===== config.mk =====
export PLATFORM = sky130hd
export DESIGN_NAME = spi_baud_gen
export DESIGN_NICKNAME = d
export VERILOG_FILES = /design/src/rtl/spi_baud_pkg.sv /design/src/rtl/spi_baud_cfg.sv /design/src/rtl/spi_prescale.sv /design/src/rtl/spi_phase_gen.sv /design/src/rtl/spi_baud_gen.sv
export SDC_FILE = /design/constraint.sdc
export NUM_CORES = 1
export LEC_CHECK = 0
export BUFFER_PORTS_ARGS = -buffer_cell sky130_fd_sc_hd__buf_2
export CAP_MARGIN = 30
export CELL_PAD_IN_SITES_DETAIL_PLACEMENT = 1
export CELL_PAD_IN_SITES_GLOBAL_PLACEMENT = 2
export CORE_MARGIN = 5
export CORE_UTILIZATION = 38
export DETAILED_ROUTE_END_ITERATION = 8
export PLACE_DENSITY = 0.77
export REMOVE_ABC_BUFFERS = 1
export SLEW_MARGIN = 20
export SYNTH_ARGS = -nofsm -noshare
export SYNTH_HDL_FRONTEND = slang
export SYNTH_SLANG_ARGS = --single-unit

===== constraint.sdc =====
create_clock -name clk -period 4.1 [get_ports clk]
set_clock_uncertainty 0.1 [all_clocks]
set_input_delay 0.82 -clock clk [delete_from_list [all_inputs] [get_ports clk]]
set_output_delay 0.82 -clock clk [all_outputs]
set_load 0.1 [all_outputs]

===== src/rtl/spi_baud_pkg.sv =====
package spi_baud_pkg;

  typedef enum logic {
    SEL_PRESCALE = 1'b0,
    SEL_BAUD     = 1'b1
  } cfg_sel_e;

  localparam int MIN_DIV   = 4;
  localparam int CLAMP_TOP = 2;

  // divide applied by the baud stage for a register value
  function automatic int baud_ratio(input int b);
    return (b <= CLAMP_TOP) ? MIN_DIV : b + 1;
  endfunction

  // clock cycles per low-speed period for a prescale setting
  function automatic int pre_ratio(input int v);
    return (v == 0) ? 1 : 2 * v;
  endfunction

endpackage


===== src/rtl/spi_baud_cfg.sv =====
module spi_baud_cfg
  import spi_baud_pkg::*;
#(
  parameter int PRE_W  = 4,
  parameter int BAUD_W = 7,
  parameter int PDIV_W = 5,
  parameter int LEN_W  = 7
) (
  input  logic              clk,
  input  logic              rst,
  input  logic              en,
  input  logic              wr_en,
  input  logic              wr_sel,
  input  logic [BAUD_W-1:0] wr_data,
  input  logic              period_start,
  output logic [PDIV_W-1:0] pdiv_last,
  output logic [LEN_W-1:0]  hi_len,
  output logic [LEN_W-1:0]  lo_len
);

  logic [PRE_W-1:0]  pend_pre;
  logic [BAUD_W-1:0] pend_baud;
  logic              load;
  int                div_n;
  int                pre_n;

  // pending registers: written at any time
  always_ff @(posedge clk) begin
    if (rst) begin
      pend_pre  <= '0;
      pend_baud <= '0;
    end else if (wr_en) begin
      if (cfg_sel_e'(wr_sel) == SEL_BAUD) pend_baud <= wr_data;
      else                               pend_pre  <= wr_data[PRE_W-1:0];
    end
  end

  assign load = !en || period_start;

  always_comb begin
    div_n = baud_ratio(int'(pend_baud));
    pre_n = pre_ratio(int'(pend_pre));
  end

  // live settings: follow pending while idle, else only at period start
  always_ff @(posedge clk) begin
    if (rst) begin
      pdiv_last <= PDIV_W'(pre_ratio(0) - 1);
      hi_len    <= LEN_W'((baud_ratio(0) + 1) / 2);
      lo_len    <= LEN_W'(baud_ratio(0) / 2);
    end else if (load) begin
      pdiv_last <= PDIV_W'(pre_n - 1);
      hi_len    <= LEN_W'((div_n + 1) / 2);
      lo_len    <= LEN_W'(div_n / 2);
    end
  end

endmodule


===== src/rtl/spi_prescale.sv =====
module spi_prescale #(
  parameter int PDIV_W = 5
) (
  input  logic              clk,
  input  logic              rst,
  input  logic              en,
  input  logic [PDIV_W-1:0] pdiv_last,
  output logic              lsp_tick
);

  logic [PDIV_W-1:0] pcnt;

  assign lsp_tick = en && (pcnt == pdiv_last);

  always_ff @(posedge clk) begin
    if (rst || !en)    pcnt <= '0;
    else if (lsp_tick) pcnt <= '0;
    else               pcnt <= pcnt + 1'b1;
  end

endmodule


===== src/rtl/spi_phase_gen.sv =====
module spi_phase_gen #(
  parameter int LEN_W = 7
) (
  input  logic             clk,
  input  logic             rst,
  input  logic             en,
  input  logic             lsp_tick,
  input  logic [LEN_W-1:0] hi_len,
  input  logic [LEN_W-1:0] lo_len,
  output logic             sclk,
  output logic             bit_tick,
  output logic             period_start
);

  logic [LEN_W-1:0] bcnt;
  logic [LEN_W-1:0] phase_last;
  logic             phase_end;

  assign phase_last   = (sclk ? hi_len : lo_len) - 1'b1;
  assign phase_end    = en && lsp_tick && (bcnt == phase_last);
  assign period_start = phase_end && !sclk;

  always_ff @(posedge clk) begin
    if (rst || !en) begin
      sclk     <= 1'b0;
      bit_tick <= 1'b0;
      bcnt     <= '0;
    end else begin
      bit_tick <= phase_end;
      if (phase_end) begin
        sclk <= !sclk;
        bcnt <= '0;
      end else if (lsp_tick) begin
        bcnt <= bcnt + 1'b1;
      end
    end
  end

endmodule


===== src/rtl/spi_baud_gen.sv =====
module spi_baud_gen #(
  parameter int PRE_W  = 4,
  parameter int BAUD_W = 7
) (
  input  logic              clk,
  input  logic              rst,
  input  logic              en,
  input  logic              wr_en,
  input  logic              wr_sel,
  input  logic [BAUD_W-1:0] wr_data,
  output logic              sclk,
  output logic              bit_tick
);

  localparam int MAX_PRE = 2 * ((1 << PRE_W) - 1);
  localparam int PDIV_W  = $clog2(MAX_PRE);
  localparam int LEN_W   = BAUD_W;

  logic [PDIV_W-1:0] pdiv_last;
  logic [LEN_W-1:0]  hi_len;
  logic [LEN_W-1:0]  lo_len;
  logic              lsp_tick;
  logic              period_start;

  spi_baud_cfg #(
    .PRE_W (PRE_W),
    .BAUD_W(BAUD_W),
    .PDIV_W(PDIV_W),
    .LEN_W (LEN_W)
  ) u_cfg (
    .clk         (clk),
    .rst         (rst),
    .en          (en),
    .wr_en       (wr_en),
    .wr_sel      (wr_sel),
    .wr_data     (wr_data),
    .period_start(period_start),
    .pdiv_last   (pdiv_last),
    .hi_len      (hi_len),
    .lo_len      (lo_len)
  );

  spi_prescale #(.PDIV_W(PDIV_W)) u_pre (
    .clk      (clk),
    .rst      (rst),
    .en       (en),
    .pdiv_last(pdiv_last),
    .lsp_tick (lsp_tick)
  );

  spi_phase_gen #(.LEN_W(LEN_W)) u_phase (
    .clk         (clk),
    .rst         (rst),
    .en          (en),
    .lsp_tick    (lsp_tick),
    .hi_len      (hi_len),
    .lo_len      (lo_len),
    .sclk        (sclk),
    .bit_tick    (bit_tick),
    .period_start(period_start)
  );

endmodule


; ---- After elaboration in Yosys (flattened, before gate mapping)
; Index checks and enable logic that the tools add are counted.
[word_totals]
out_inout_bits = 2
regBits = 44
wordCells = 39
[classes]
eq_ne = 2
magnitude_cmp = 1
n_addsub = 8
n_bitwise = 3
n_reduce_logical = 13
n_mux = 3
[ops]
columns = op, n
row1 = adder 32 x 2 -> 32 bit (second input constant), 1
row2 = adder 7 x 1 -> 7 bit, 2
row3 = adder 7 x 1 -> 8 bit (second input constant), 1
row4 = 2-to-1 mux 8 bit, 1
row5 = adder 7 x 1 -> 7 bit (second input constant), 1
row6 = equality test 7 bit, 1
row7 = <= comparator 7 x 2 -> 1 bit (second input constant), 1
row8 = 2-to-1 mux 7 bit, 1
row9 = subtractor 7 x 1 -> 7 bit (second input constant), 1
row10 = adder 5 x 1 -> 5 bit (second input constant), 1
row11 = equality test 5 bit, 1
row12 = 2-to-1 mux 5 bit, 1
row13 = subtractor 5 x 2 -> 5 bit (second input constant), 1
row14 = logical AND 1 bit, 4
row15 = logical NOT 4 bit, 1
row16 = AND reduction 2 bit, 2
row17 = OR reduction 2 bit, 2
row18 = logical NOT 1 bit, 2
row19 = logical OR 1 bit, 2
row20 = AND 1 bit, 1
row21 = AND 1 bit (first input constant), 1
row22 = NOT 1 bit, 1

; ---- Depth between registers and ports, before layout
; Gate-level depths: netlist (run 1).
[logic_depth]
ltp_word = 6
depth_mapped = 12
mapped_depth_nobuf = 11

; ---- By module
; From an unflattened synthesis (run 1), not the netlist that was laid out.
[unflattened]
hier_cells = 286
area_unflattened_um2 = 2522.4
[by_module_without_submodules]
columns = mod, area_each_um2, cells_per_inst, seq_area_each_um2, instances
row1 = spi_baud_cfg, 1486.4, 177, 600.6, 1
row2 = spi_phase_gen, 765.7, 82, 180.2, 1
row3 = spi_prescale, 270.3, 27, 100.1, 1

; ---- Worst setup path after synthesis (run 1)
; OpenSTA, ideal clock, no wires.
[synth_timing]
kind = flip-flop to flip-flop
startpoint = register u_phase.sclk
endpoint = register u_cfg.hi_len[4]
arrival_time_ns = 3.611
setup_time_ns = 0.121
stages_incl_launch_ff = 13
path_slack_ns = 0.268
synth_period_minus_slack_ns = 3.832
n_path_buf = 4
path_cell_list = dfxtp_1 -> buf_6 -> buf_6 -> mux2i_1 -> ha_1 -> nor4b_4 -> nor2_1 -> xor2_1 -> o311a_1 -> o41a_1 -> buf_6 -> buf_6 -> mux2_4
[synth_via]
elab_chain_len = 6
elab_cells_between_ends = 7
cone_classes = 1 x add/sub / 1 x eq/ne / 1 x mux / 4 x reduce/logical
[synth_lines]
columns = item, line
row1 = "start, declared", spi_phase_gen.sv:10  ; output logic sclk,
row2 = "start signal, assigned", spi_phase_gen.sv:31  ; sclk <= !sclk;
row3 = 2-to-1 mux 7 bit, spi_phase_gen.sv:19  ; assign phase_last = (sclk ? hi_len : lo_len) - 1'b1;
row4 = subtractor 7 x 1 -> 7 bit, spi_phase_gen.sv:19
row5 = equality test 7 bit, spi_phase_gen.sv:20  ; assign phase_end = en && lsp_tick && (bcnt == phase_last);
row6 = logical AND 1 bit, spi_phase_gen.sv:20
row7 = logical AND 1 bit *, spi_phase_gen.sv:21  ; assign period_start = phase_end && !sclk;
row8 = logical OR 1 bit *, spi_baud_cfg.sv:38  ; assign load = !en || period_start;
row9 = "end signal, assigned", spi_baud_cfg.sv:49  ; hi_len <= LEN_W'((baud_ratio(0) + 1) / 2);
row10 = "end signal, assigned", spi_baud_cfg.sv:53  ; hi_len <= LEN_W'((div_n + 1) / 2);
row11 = "end, declared", spi_baud_cfg.sv:17  ; output logic [LEN_W-1:0] hi_len,
; Mark *: on every way between the ends. The rest lies on a longest branch, timed or not.
; A chain may end at the register's enable or synchronous reset.

; ---- Worst setup path after layout (run 1)
; Same ends and word-level chain as after synthesis.

==> results of run 1 <==
## flip-flops by register name, summed over array words and instances, names as in the netlist
signal / flops
u_phase.sclk: 1
u_cfg.hi_len: 7
u_phase.bcnt: 7
u_pre.pcnt: 5
u_cfg.lo_len: 7
u_cfg.pend_pre: 4
u_cfg.pdiv_last: 5
u_phase.bit_tick: 1
u_cfg.pend_baud: 7
## power breakdown
group	leakage (nW)	switching (mW)	internal, mW	total, mW
clock	0.0548	0.163	0.184	0.347
sequential	0.357	0.0192	0.442	0.462
combinational	0.679	0.0696	0.0594	0.129
total	1.09	0.252	0.685	0.937
## how the worst min path moves through the flow
stage | start | endpoint | slack [ps] | depth (start not counted)
5_1_grt | u_pre.pcnt[0] | u_pre.pcnt[0] | 420 | 1
3_5_place_dp | u_pre.pcnt[0] | u_pre.pcnt[0] | 370 | 1
2_1_floorplan | u_pre.pcnt[0] | u_pre.pcnt[0] | 340 | 1
4_1_cts | u_pre.pcnt[0] | u_pre.pcnt[0] | 400 | 1
6_report | u_pre.pcnt[0] | u_pre.pcnt[0] | 390 | 1
3_3_place_gp | u_pre.pcnt[0] | u_pre.pcnt[0] | 370 | 1
## per-stage QoR
| stage | hold WS [ps] | total power, mW | utilization | area, sq um | cells |
|---|---|---|---|---|---|
| finish | 393 | 0.937 | 0.419 | 2800 | 377 |
| global route | 416 | 0.988 | 0.419 | 2800 | 377 |
| CTS | 398 | 0.950 | 0.419 | 2800 | 377 |
| detailed placement | 375 | 0.602 | 0.402 | 2690 | 369 |
| global placement | 369 | 0.599 | 0.400 | 2670 | 368 |
| floorplan | 340 | 0.558 | - | 2490 | 272 |
## cell usage in the layout, fill, tap and decap left out, types with 10 or more instances in the layout
| master | count |
|---|---|
| sky130_fd_sc_hd__xnor2_1 | 11 |
| sky130_fd_sc_hd__mux2i_1 | 16 |
| sky130_fd_sc_hd__nand2_1 | 18 |
| sky130_fd_sc_hd__xor2_1 | 20 |
| sky130_fd_sc_hd__nand3_1 | 12 |
| sky130_fd_sc_hd__a21oi_1 | 13 |
| sky130_fd_sc_hd__mux2_2 | 10 |
| sky130_fd_sc_hd__nor2_1 | 29 |
| sky130_fd_sc_hd__nor2b_1 | 17 |
| sky130_fd_sc_hd__nor3_1 | 13 |
| sky130_fd_sc_hd__dfxtp_1 | 44 |
| sky130_fd_sc_hd__buf_2 | 13 |
## per-layer routing
layer / track usage / vias up
met4: 0.0371 / 0
met3: 0.0292 / 6
met1: 0.180 / 947
met5: 0 / -
met2: 0.230 / 18
li1: - / 1021
## area by class of cell
type	instances	area (sq um)
flip-flops and latches	44	881
clock buffers	5	68.8
clock inverters	3	46.3
fillers	788	3880
inverters	6	22.5
repair buffers	17	98.8
multi-input cells	222	1580
well taps	80	100
## cell families (layout without fill, tap and decap cells)
logic type               count (synthesis)  after routing  synth area share
AO/OA/AOI/OAI                           31             31            0.0800
multiplexers                            32             32             0.141
XOR/XNOR                                31             31             0.105
flip-flops                              44             44             0.341
adder cells (fa/ha/maj)                  6              6            0.0291
AND/OR/NAND/NOR                        122            122             0.258
buffers and inverters                   22             31            0.0451
## worst reg2reg max path, stage by stage, from the launching register on
cell                      delay [ps]
sky130_fd_sc_hd__dfxtp_1         460
sky130_fd_sc_hd__mux2i_1         300
sky130_fd_sc_hd__ha_1            260
sky130_fd_sc_hd__nor4b_4         260
sky130_fd_sc_hd__nor2_1          110
sky130_fd_sc_hd__xor2_1          170
sky130_fd_sc_hd__o311a_1         370
sky130_fd_sc_hd__o41a_1          620
sky130_fd_sc_hd__buf_6           260
sky130_fd_sc_hd__mux2_4          300
==> summary by stage, run 1 <==
Min path
The worst min-delay path category is register to register.

Synthesis
The synthesized netlist occupies a cell area of 2580 sq um. After synthesis, the netlist uses 47 different library cells. By count the netlist is led by 44 x sky130_fd_sc_hd__dfxtp_1, 29 x sky130_fd_sc_hd__nor2_1, 20 x sky130_fd_sc_hd__xor2_1, 18 x sky130_fd_sc_hd__nand2_1, 17 x sky130_fd_sc_hd__nor2b_1. After synthesis, the mean cell area works out to 8.96 sq um.

The count of state elements after synthesis is 44. The warning count from the yosys run is 0. Of the post-synthesis cell area, the dominant cell type holds 0.341.

The gate count after technology mapping is 288. Yosys mapped a number of flops with a built-in enable equal to 0. The sequential area share after synthesis is 0.341. Yosys instantiated no cell more often than sky130_fd_sc_hd__dfxtp_1.

The cell taking the most area after synthesis is sky130_fd_sc_hd__dfxtp_1. In the post-synthesis netlist, the biggest area contributors are sky130_fd_sc_hd__dfxtp_1 34%, sky130_fd_sc_hd__xor2_1 6.8%, sky130_fd_sc_hd__mux2i_1 6.2%, sky130_fd_sc_hd__mux2_2 4.4%, sky130_fd_sc_hd__nor2_1 4.2%. In the synthesized netlist the dominant register cell turns out to be sky130_fd_sc_hd__dfxtp_1. The proportion of synthesized flip-flops having asynchronous set or reset is 0.

Place
Prior to clock tree synthesis, the placed netlist has a worst setup slack of 802 ps. The number of input and output port buffers inserted is 13. After legalization and detailed placement, the total HPWL measured 4.21 mm. The weighted congestion reported at the end of routability-driven placement is 0.689.

STA
The final critical-path setup slack is 776 ps. The number of endpoints failing setup at the final stage is 0. The normalized max-slew margin is 0.412. The final-report hold violation count is 0. At the pin with the least slew margin, the transition time is 875 ps. After routing, the total negative slack on setup checks comes to 0 ps.

Setup repair after global routing left no endpoint under its margin. The number of pins exceeding their max-slew limit in the final report is 0. In the finished design, the share of the clock period the worst path needs comes to 0.811. The maximum frequency from static timing analysis is 301 MHz.

For the finished layout, the period the worst path requires is 3320 ps.

Drt
For this run, design rule violations remaining after detail routing come to 0. The length of routed met3 wiring is 135 um. The detail-routed via count per cell is 5.28.

The count of nets left with antenna violations once routing finished came out at 0. The detailed router finished its first iteration with 63 violations. The total number of vias is 1,992. After detailed routing, the wire length on met1 is 2.74 mm. The final layout contains routed wiring with a total length of 5.49 mm. The met2 layer wire length in the routed design is 2.55 mm.

Before antenna repair, the detailed router went through 4 iterations. The highest layer used for signal routing is met4. In the final routed layout, each cell accounts on average for 14.6 um.

Setup path
On the critical path the largest part of the delay comes from compound AO/OA/AOI/OAI gates. Across all register-to-register paths, the minimum setup slack is 780 ps. The combined buffer and inverter count along the critical path is 1.

The launch point of the worst reg-to-reg path is u_phase.sclk. The worst setup path startpoint is u_phase.sclk. For the worst flop-to-flop path, the logic depth is 9. STA classifies the critical path startpoint as a register. Counting buffers and inverters, the worst setup path is 9 cells deep. The worst setup path endpoint is u_cfg.hi_len[4]. The largest fanout on the critical path is 11. The type of destination of the critical path is a register. Walking the worst path, the cells encountered are mux2i_1, ha_1, nor4b_4, nor2_1, xor2_1, o311a_1, o41a_1, buf_6, mux2_4.

The standard cell with the maximum stage delay on the critical path is sky130_fd_sc_hd__o41a_1. The largest incremental delay on the critical path is 620 ps. In this run the critical register-to-register path is captured at u_cfg.hi_len[4]. At the worst endpoint, the required time is 4190 ps.

The worst setup path is of the register to register kind. The data arrival time of the critical path is 3410 ps.

CTS
The tree is rooted in a sky130_fd_sc_hd__clkbuf_8. Post-CTS repair changed the size of 0 cells. The number of hold buffers added after CTS is 0. The buffer levels on the longest clock path is 2. The source-to-sink clock delay at the later pin of the worst-skew pair is 300 ps. Clock tree synthesis inserted a total of 5 buffers. The CTS H-tree depth is 2.

The CTS tree is built. Clock-pin slew was measured on the worst setup and hold paths at 90 ps. Counting every sink on the clock net gives 44.

The buffers inserted during post-CTS setup optimization is 0.

Floorplanning
The die area is 8540 sq um. The standard cell core area is 6680 sq um. The initial standard-cell utilization of the core is 0.386.

The number of rows created at floorplan is 30. The number of top-level pins is 14. Measured along the y axis, the die boundary spans 92.4 um.

The die is 92.4 um wide.

Cells and area
The number of antenna diodes in the final layout is 0. The net total in the final layout is 314. The layout-stage area growth over the synthesis result is 8.54%. The ratio of cells with drive above 1 in the final layout is 0.155.

Pwr
The leakage power is 1.09 nW. The worst-case vdd ir drop is 0.157 mV. The total power density per cell area is 335 nW/um^2.

Run status
The flow ran to the end, and the final reports show no timing, DRC or antenna violations.

GRT
The number of global-route vias before repair is 2,021. In the global route stage, overall resource usage came out at 0.138. The pin count of the biggest net entering global routing is 39.

The initial antenna violation count is 0. The total global routing overflow is 0. The global-route wire length before repair is 9.64 mm.

Job
The count of maximum capacitance violations is 0.
Note: power is estimated with default switching activity, not from simulation.
==> inputs of run 2 (changes only) <==
==> constraint.sdc (replaced) <==
create_clock -name clk -period 3.4 [get_ports clk]
set_clock_uncertainty 0.1 [all_clocks]
set_input_delay 0.68 -clock clk [delete_from_list [all_inputs] [get_ports clk]]
set_output_delay 0.68 -clock clk [all_outputs]
set_load 0.1 [all_outputs]
==> run 2 against run 1 <==
Register-to-register slack worse by 520 ps. Global-route usage is 0.60 points lower. First-iteration DRC count is 25% lower. Sequential cell count stayed put. Cell count is 0.27% higher. Combinational power is 19% higher.
==> summary by stage, run 2 (synthesis gave the netlist of run 1 again) <==
Run status
The run finished with clean final reports.

Cells and area
The net total in the final layout is 315 (+0.32%). The ratio of cells with drive above 1 in the final layout is 0.158 (+0.00284). The most common cell after layout, fill and taps aside is sky130_fd_sc_hd__dfxtp_1. The end-of-flow core utilization came to 0.416 (-0.00281). The count of placed standard cells in the final layout, fillers left out is 378 (+0.27%). From synthesis to final layout, the design area changed by 7.81%.

The number of diodes added for antenna fixing is 0 (unchanged). The fill cell total of the finished layout is 811 (+2.9%). The library cells used most frequently in the layout, excluding fill and tap cells, are 44 x sky130_fd_sc_hd__dfxtp_1, 29 x sky130_fd_sc_hd__nor2_1, 20 x sky130_fd_sc_hd__xor2_1.

Drt
The routed wirelength normalized by instance count was 14.3 um (-2.2%). The residual DRC count is 0 (unchanged). The detail-routed via count per cell came to 5.29 (+0.14%). The count of antenna-violating nets left after detailed routing is 0 (unchanged). The total number of vias was 2,000 (+0.40%).

The violation count after the first detailed-routing iteration was 47 (-25%). The first-pass iteration count of the detailed router is 4 (unchanged). The final wirelength was 5.39 mm (-1.9%).

Pwr
The fraction of power consumed by combinational cells is 0.148 (+0.010). The internal power of the cells is 0.751 mW (+9.5%). The portion of total power attributed to sequential cells is 0.532 (+0.040). The clock share of power is 0.320 (-0.050). The switching part of the total power was 0.282 (+0.0137). The leakage power came to 1.08 nW (-1.0%). The reported net switching power was 0.295 mW (+17%).

The overall power of the completed layout is 1.05 mW (+12%). The worst-case vdd ir drop is 0.246 mV (+56%). The total power density per cell area came to 376 nW/um^2 (+12%).

GRT
The global-route wire length before repair is 9.18 mm (-4.8%). The pin count of the biggest net entering global routing came to 30 (-23%). The overall fraction of global-route tracks in use is 0.132 (-0.00597). The initial antenna violation count is 0 (unchanged). The total global routing overflow is 0 (unchanged). The number of global-route vias before repair is 1,986 (-1.7%).

STA
The final critical-path setup slack is 252 ps (-524 ps). The transition at the pin with the smallest max-transition slack is 537 ps (-338 ps). Setup repair after global routing left no endpoint under its margin. The normalized max-slew margin was 0.642 (+0.230). The post-route worst hold slack came to 387 ps (-5.38 ps). The final critical-path required period is 3150 ps (-176 ps). The share of the clock period used by the worst path was 0.926 (+0.115). The maximum frequency from static timing analysis was 318 MHz (+5.6%). The number of endpoints failing setup at the final stage is 0 (unchanged). The number of pins exceeding their max-slew limit in the final report came to 0 (unchanged).

The final-report hold violation count came to 0 (unchanged).

Setup path
The count of cell instances traversed by the critical path is 9 (unchanged). In this run the worst setup path begins at u_phase.sclk. The combined buffer and inverter count along the critical path is 1 (unchanged).

The largest fanout on the critical path came to 19 (+8). STA classifies the critical path endpoint as a register. The destination of the worst register-to-register timing path is u_cfg.hi_len[4]. The worst setup path is launched from a register. The internal reg-to-reg setup slack came to 250 ps (-520 ps). The largest incremental delay on the critical path came to 450 ps (-170 ps). The number of cells on the worst reg-to-reg path is 9 (unchanged). The family with the most delay on the worst path is compound AO/OA/AOI/OAI gates. The required arrival time at the worst endpoint is 3480 ps (-710 ps). The launch point of the worst reg-to-reg path is u_phase.sclk. The data arrival time of the critical path came to 3230 ps (-180 ps).

The worst setup path is of the register to register kind. The standard cell with the maximum stage delay on the critical path is sky130_fd_sc_hd__dfxtp_1. The critical path goes through mux2i_1, ha_1, nor4b_4, nor2_1, xor2_1, o311a_1, o41a_1, buf_4, mux2_4.

Min path
The number of cells on the worst hold path is 2 (+1). In this run the most critical hold path is launched from u_cfg.pdiv_last[4]. For hold timing, the worst endpoint is u_cfg.pdiv_last[4]. The path class of the tightest hold or removal check is register to register.

CTS
The source-to-sink clock delay at the later pin of the worst-skew pair came to 300 ps (about the same). TritonCTS built the clock tree. The buffer levels on the longest clock path is 2 (unchanged). The number of clock buffers inserted by TritonCTS is 5 (unchanged). The number of hold buffers added after CTS is 0 (unchanged).

The clock transition at the register clock pins on the worst setup and hold paths after CTS is 90 ps (about the same). The CTS H-tree depth is 2 (unchanged). The root buffer cell chosen for the clock tree is sky130_fd_sc_hd__clkbuf_8. The count of clock tree sinks is 44 (unchanged).

The buffers inserted during post-CTS setup optimization is 0 (unchanged). The number of instances resized during post-cts repair is 0 (unchanged).

Job
The count of maximum capacitance violations was 0 (unchanged).

Floorplanning
The number of top-level pins came to 14 (unchanged). The y dimension of the die was 92.4 um (unchanged). The horizontal extent of the die is 92.4 um (unchanged). The initial standard-cell utilization of the core is 0.386 (unchanged). The die area is 8540 sq um (unchanged). The number of rows created at floorplan was 30 (unchanged). The standard cell core area is 6680 sq um (unchanged).

Place
The weighted congestion reported at the end of routability-driven placement came to 0.708 (+2.7%). The worst slack at placement is 283 ps (-519 ps). The HPWL reported at the end of detailed placement is 4.00 mm (-4.8%).

The number of placed cells counting well taps is 370 (+0.27%). The number of input and output port buffers inserted is 13 (unchanged).
[run 2: cell count changes in the layout (fill, tap and decap cells not counted)]
cell / before / now
sky130_fd_sc_hd__clkinv_4: 0 / 1
sky130_fd_sc_hd__inv_6: 1 / 0
sky130_fd_sc_hd__bufinv_16: 1 / 0
sky130_fd_sc_hd__clkinvlp_4: 1 / 2
sky130_fd_sc_hd__buf_6: 1 / 0
sky130_fd_sc_hd__buf_4: 3 / 5
[run 2: metrics by stage]
step	setup TNS, ps	cell area [sq um]
2_1_floorplan	-13030	2490
3_3_place_gp	0	2690
3_5_place_dp	0	2690
4_1_cts	0	2780
5_1_grt	0	2780
6_report	0	2780
[run 2: layout make-up]
type / instances / area (sq um) / area share
clock buffers: 5 / 68.8 / 0.0247
clock inverters: 3 / 23.8 / 0.00855
well taps: 80 / 100 / 0.0360
multi-input cells: 222 / 1580 / 0.569
flip-flops and latches: 44 / 881 / 0.317
repair buffers: 18 / 103 / 0.0369
inverters: 6 / 22.5 / 0.00810
[run 2: power groups by stage]
stage | Clock [mW] | Combinational, mW | Sequential (mW)
floorplan | 0 | 0.110 | 0.564
global placement | 0 | 0.153 | 0.569
detailed placement | 0 | 0.157 | 0.569
CTS | 0.359 | 0.158 | 0.557
global route | 0.383 | 0.173 | 0.561
finish | 0.335 | 0.154 | 0.557
[run 2: worst reg2reg max path, stage by stage (launching register included)]
cell and delay [ps]:
sky130_fd_sc_hd__dfxtp_1 450, sky130_fd_sc_hd__mux2i_1 320, sky130_fd_sc_hd__ha_1 270, sky130_fd_sc_hd__nor4b_4 260, sky130_fd_sc_hd__nor2_1 110, sky130_fd_sc_hd__xor2_1 170
sky130_fd_sc_hd__o311a_1 370, sky130_fd_sc_hd__o41a_1 430, sky130_fd_sc_hd__buf_4 230, sky130_fd_sc_hd__mux2_4 330
[run 2: how the worst max path moves through the flow]
stage	end	slack (ps)
5_1_grt	u_cfg.lo_len[3]	80
3_3_place_gp	u_cfg.lo_len[4]	400
2_1_floorplan	u_cfg.hi_len[4]	-650
3_5_place_dp	u_cfg.hi_len[5]	280
4_1_cts	u_cfg.hi_len[4]	250
6_report	u_cfg.hi_len[4]	250
[run 2: layer usage]
layer | global-route usage | share of wire | vias to the layer above
met1 | 0.172 | 0.50 | 954
li1 | - | - | 1022
met3 | 0.0309 | 0.025 | 6
met4 | 0.0384 | 0.013 | 0
met5 | 0 | 0 | -
met2 | 0.217 | 0.47 | 18
==> inputs of run 3 (changes only) <==
--- a/config.mk
+++ b/config.mk
@@ -9,6 +9,7 @@
 export CAP_MARGIN = 30
 export CELL_PAD_IN_SITES_DETAIL_PLACEMENT = 1
 export CELL_PAD_IN_SITES_GLOBAL_PLACEMENT = 2
+export CORE_ASPECT_RATIO = 1.75
 export CORE_MARGIN = 5
 export CORE_UTILIZATION = 38
 export DETAILED_ROUTE_END_ITERATION = 8
==> run 3 against run 2 <==
Register-to-register slack hardly changed. Sequential share of layout area is 1.0 points lower. Total power is 16% higher. Non-clock buffer count is 3 higher. Utilization is 2.0 points higher. Critical path type unchanged.
==> summary by stage, run 3 (synthesis gave the netlist of run 1 again) <==
Setup path
The endpoint identified for the worst register-to-register timing path is u_cfg.hi_len[5]. The largest individual stage delay along the critical path comes from the cell sky130_fd_sc_hd__o41a_4. The data arrival time of the critical path is 3240 ps (about the same).

STA classifies the critical path endpoint as a register. The startpoint kind of the worst setup timing path is a register. The required arrival time at the worst endpoint was 3480 ps (about the same). Walking the worst path, the cells encountered are mux2i_1, ha_1, nor4b_4, nor2_1, xor2_1, o311a_1, o41a_4, mux2_4. The critical path ends at u_cfg.hi_len[5]. The type of the setup path with the least slack is register to register.

The worst setup path startpoint is u_phase.sclk. The internal reg-to-reg setup slack is 250 ps (about the same). The largest incremental delay on the critical path is 640 ps (+190 ps). The number of cells on the worst reg-to-reg path is 8 (-1). The startpoint identified for the worst register-to-register timing path is u_phase.sclk. The largest fanout on the critical path is 19 (unchanged).

Place
The area of placed instances is 2710 sq um (+0.93%). The HPWL reported at the end of detailed placement is 4.37 mm (+9.1%). The weighted congestion reported at the end of routability-driven placement is 0.691 (-2.4%). The number of input and output port buffers inserted came to 13 (unchanged).

Cells and area
The area of combinational cells with multiple inputs is 1590 sq um (+0.63%). The net total in the final layout is 318 (+0.95%). The ratio of cells with drive above 1 in the final layout came to 0.166 (+0.00839).

The top cell types in the final layout, fill and taps aside, are 44 x sky130_fd_sc_hd__dfxtp_1, 29 x sky130_fd_sc_hd__nor2_1, 20 x sky130_fd_sc_hd__xor2_1. The summed area of non-filler cells in the final layout was 2870 sq um (+3.3%). The layout-stage area growth over the synthesis result is 11.4%.

The storage element area is 881 sq um (unchanged). The number of diodes added for antenna fixing is 0 (unchanged). The most common cell after layout, fill and taps aside is sky130_fd_sc_hd__dfxtp_1. The end-of-flow core utilization is 0.436 (+0.0200). The fill cell total of the finished layout is 807 (-0.49%).

STA
The transition at the pin with the smallest max-transition slack is 485 ps (-51.7 ps). The maximum frequency from static timing analysis was 317 MHz (-0.18%). The normalized max-slew margin is 0.679 (+0.0367). The number of endpoints failing setup at the final stage is 0 (unchanged). The number of pins exceeding their max-slew limit in the final report came to 0 (unchanged). Setup repair after global routing left no endpoint under its margin. The final total negative setup slack is 0 ps (unchanged). The post-route worst hold slack is 379 ps (-8.84 ps). The final critical-path required period is 3150 ps (+5.66 ps). The final-report hold violation count is 0 (unchanged). The share of the clock period used by the worst path came to 0.928 (+0.00167).

Floorplanning
The standard cell core area was 6590 sq um (-1.4%). The horizontal extent of the die is 72.3 um (-22%). The number of top-level pins came to 14 (unchanged). The initial standard-cell utilization of the core came to 0.392 (+0.00550). The die area is 8600 sq um (+0.76%). The number of rows created at floorplan is 39 (+30%). The y dimension of the die is 119 um (+29%).

Drt
The routed wirelength normalized by instance count is 14.7 um (+3.2%). The first-pass iteration count of the detailed router is 3 (-1). The detail-routed via count per cell is 5.26 (-0.66%). The residual DRC count is 0 (unchanged).

The count of antenna-violating nets left after detailed routing is 0 (unchanged). The violation count after the first detailed-routing iteration came to 42 (-11%). The final wirelength is 5.64 mm (+4.6%). The total number of vias is 2,013 (+0.65%).

GRT
The total global routing overflow is 0 (unchanged). The number of global-route vias before repair is 2,105 (+6.0%). The overall fraction of global-route tracks in use is 0.146 (+0.0140). The global-route wire length before repair came to 9.88 mm (+7.7%). The pin count of the biggest net entering global routing is 26 (-13%). The initial antenna violation count was 0 (unchanged).

CTS
The number of clock buffers inserted by TritonCTS was 5 (unchanged). The clock transition at the register clock pins on the worst setup and hold paths after CTS came to 60 ps (-30 ps). The CTS H-tree depth is 2 (unchanged). The buffer cell driving the clock tree root is sky130_fd_sc_hd__clkbuf_16. The CTS tree is built. The buffers inserted during post-CTS setup optimization is 0 (unchanged). The number of hold buffers added after CTS is 0 (unchanged). The source-to-sink clock delay at the later pin of the worst-skew pair is 290 ps (about the same).

The buffer levels on the longest clock path is 2 (unchanged). The count of clock tree sinks is 44 (unchanged).

Job
The count of maximum capacitance violations is 0 (unchanged).

Run status
The flow ran to the end, and the final reports show no timing, DRC or antenna violations.

Min path
The min-delay analysis places its worst path in the category register to register.

Pwr
The overall power of the completed layout is 1.22 mW (+16%). The total power density per cell area is 424 nW/um^2 (+13%). The leakage power was 1.13 nW (+4.6%).

The worst-case vdd ir drop is 0.217 mV (-12%).
[run 3: worst min path at each step]
stage | startpoint | to | slack [ps] | depth (start not counted)
after detailed placement | u_pre.pcnt[0] | u_pre.pcnt[0] | 370 | 1
after CTS | u_pre.pcnt[0] | u_pre.pcnt[0] | 390 | 1
after global placement | u_pre.pcnt[0] | u_pre.pcnt[0] | 360 | 1
after floorplan | u_pre.pcnt[0] | u_pre.pcnt[0] | 340 | 1
final | u_pre.pcnt[0] | u_pre.pcnt[0] | 380 | 1
after global routing | u_pre.pcnt[0] | u_pre.pcnt[0] | 400 | 1
[run 3: layer usage]
metal  vias to the layer above  part of all wire  global-route usage
met3                         8             0.026              0.0304
met4                         0             0.021              0.0635
met1                       964              0.39               0.148
met5                         -                 0                   0
met2                        17              0.56               0.275
li1                       1024                 -                   -
[run 3: stage by stage]
stage | setup slack, ps | cells
floorplan | -653 | 272
global placement | 94.6 | 375
detailed placement | -31.5 | 375
CTS | 117 | 383
global route | 82.2 | 383
finish | 246 | 383
[run 3: worst max-delay path, delay by kind of cell, from the launching register on]
kind,cells,cell delay [ps]
flops,1,460
compound gates,2,1030
xor+xnor,1,170
mux,2,670
simple gates,2,370
fa+ha+maj,1,250
[run 3: area by class of cell]
class	count	share of cell area
Multi-Input combinational cell	222	0.554
Sequential cell	44	0.306
Clock buffer	7	0.0496
Timing Repair Buffer	21	0.0435
Tap cell	82	0.0357
Inverter	6	0.00784
Clock inverter	1	0.00261
[run 3: what timing repair did]
item,4_1_cts,5_1_grt
resized for setup,1,1
endpoints found under the setup margin,16,14
pin swaps,0,0
hold endpoints to repair,0,0
cloned,0,0
[run 3: power by group]
group | internal [mW] | total (mW) | switching (mW)
Sequential | 0.534 | 0.555 | 0.0212
Combinational | 0.0767 | 0.165 | 0.0878
Clock | 0.293 | 0.498 | 0.205
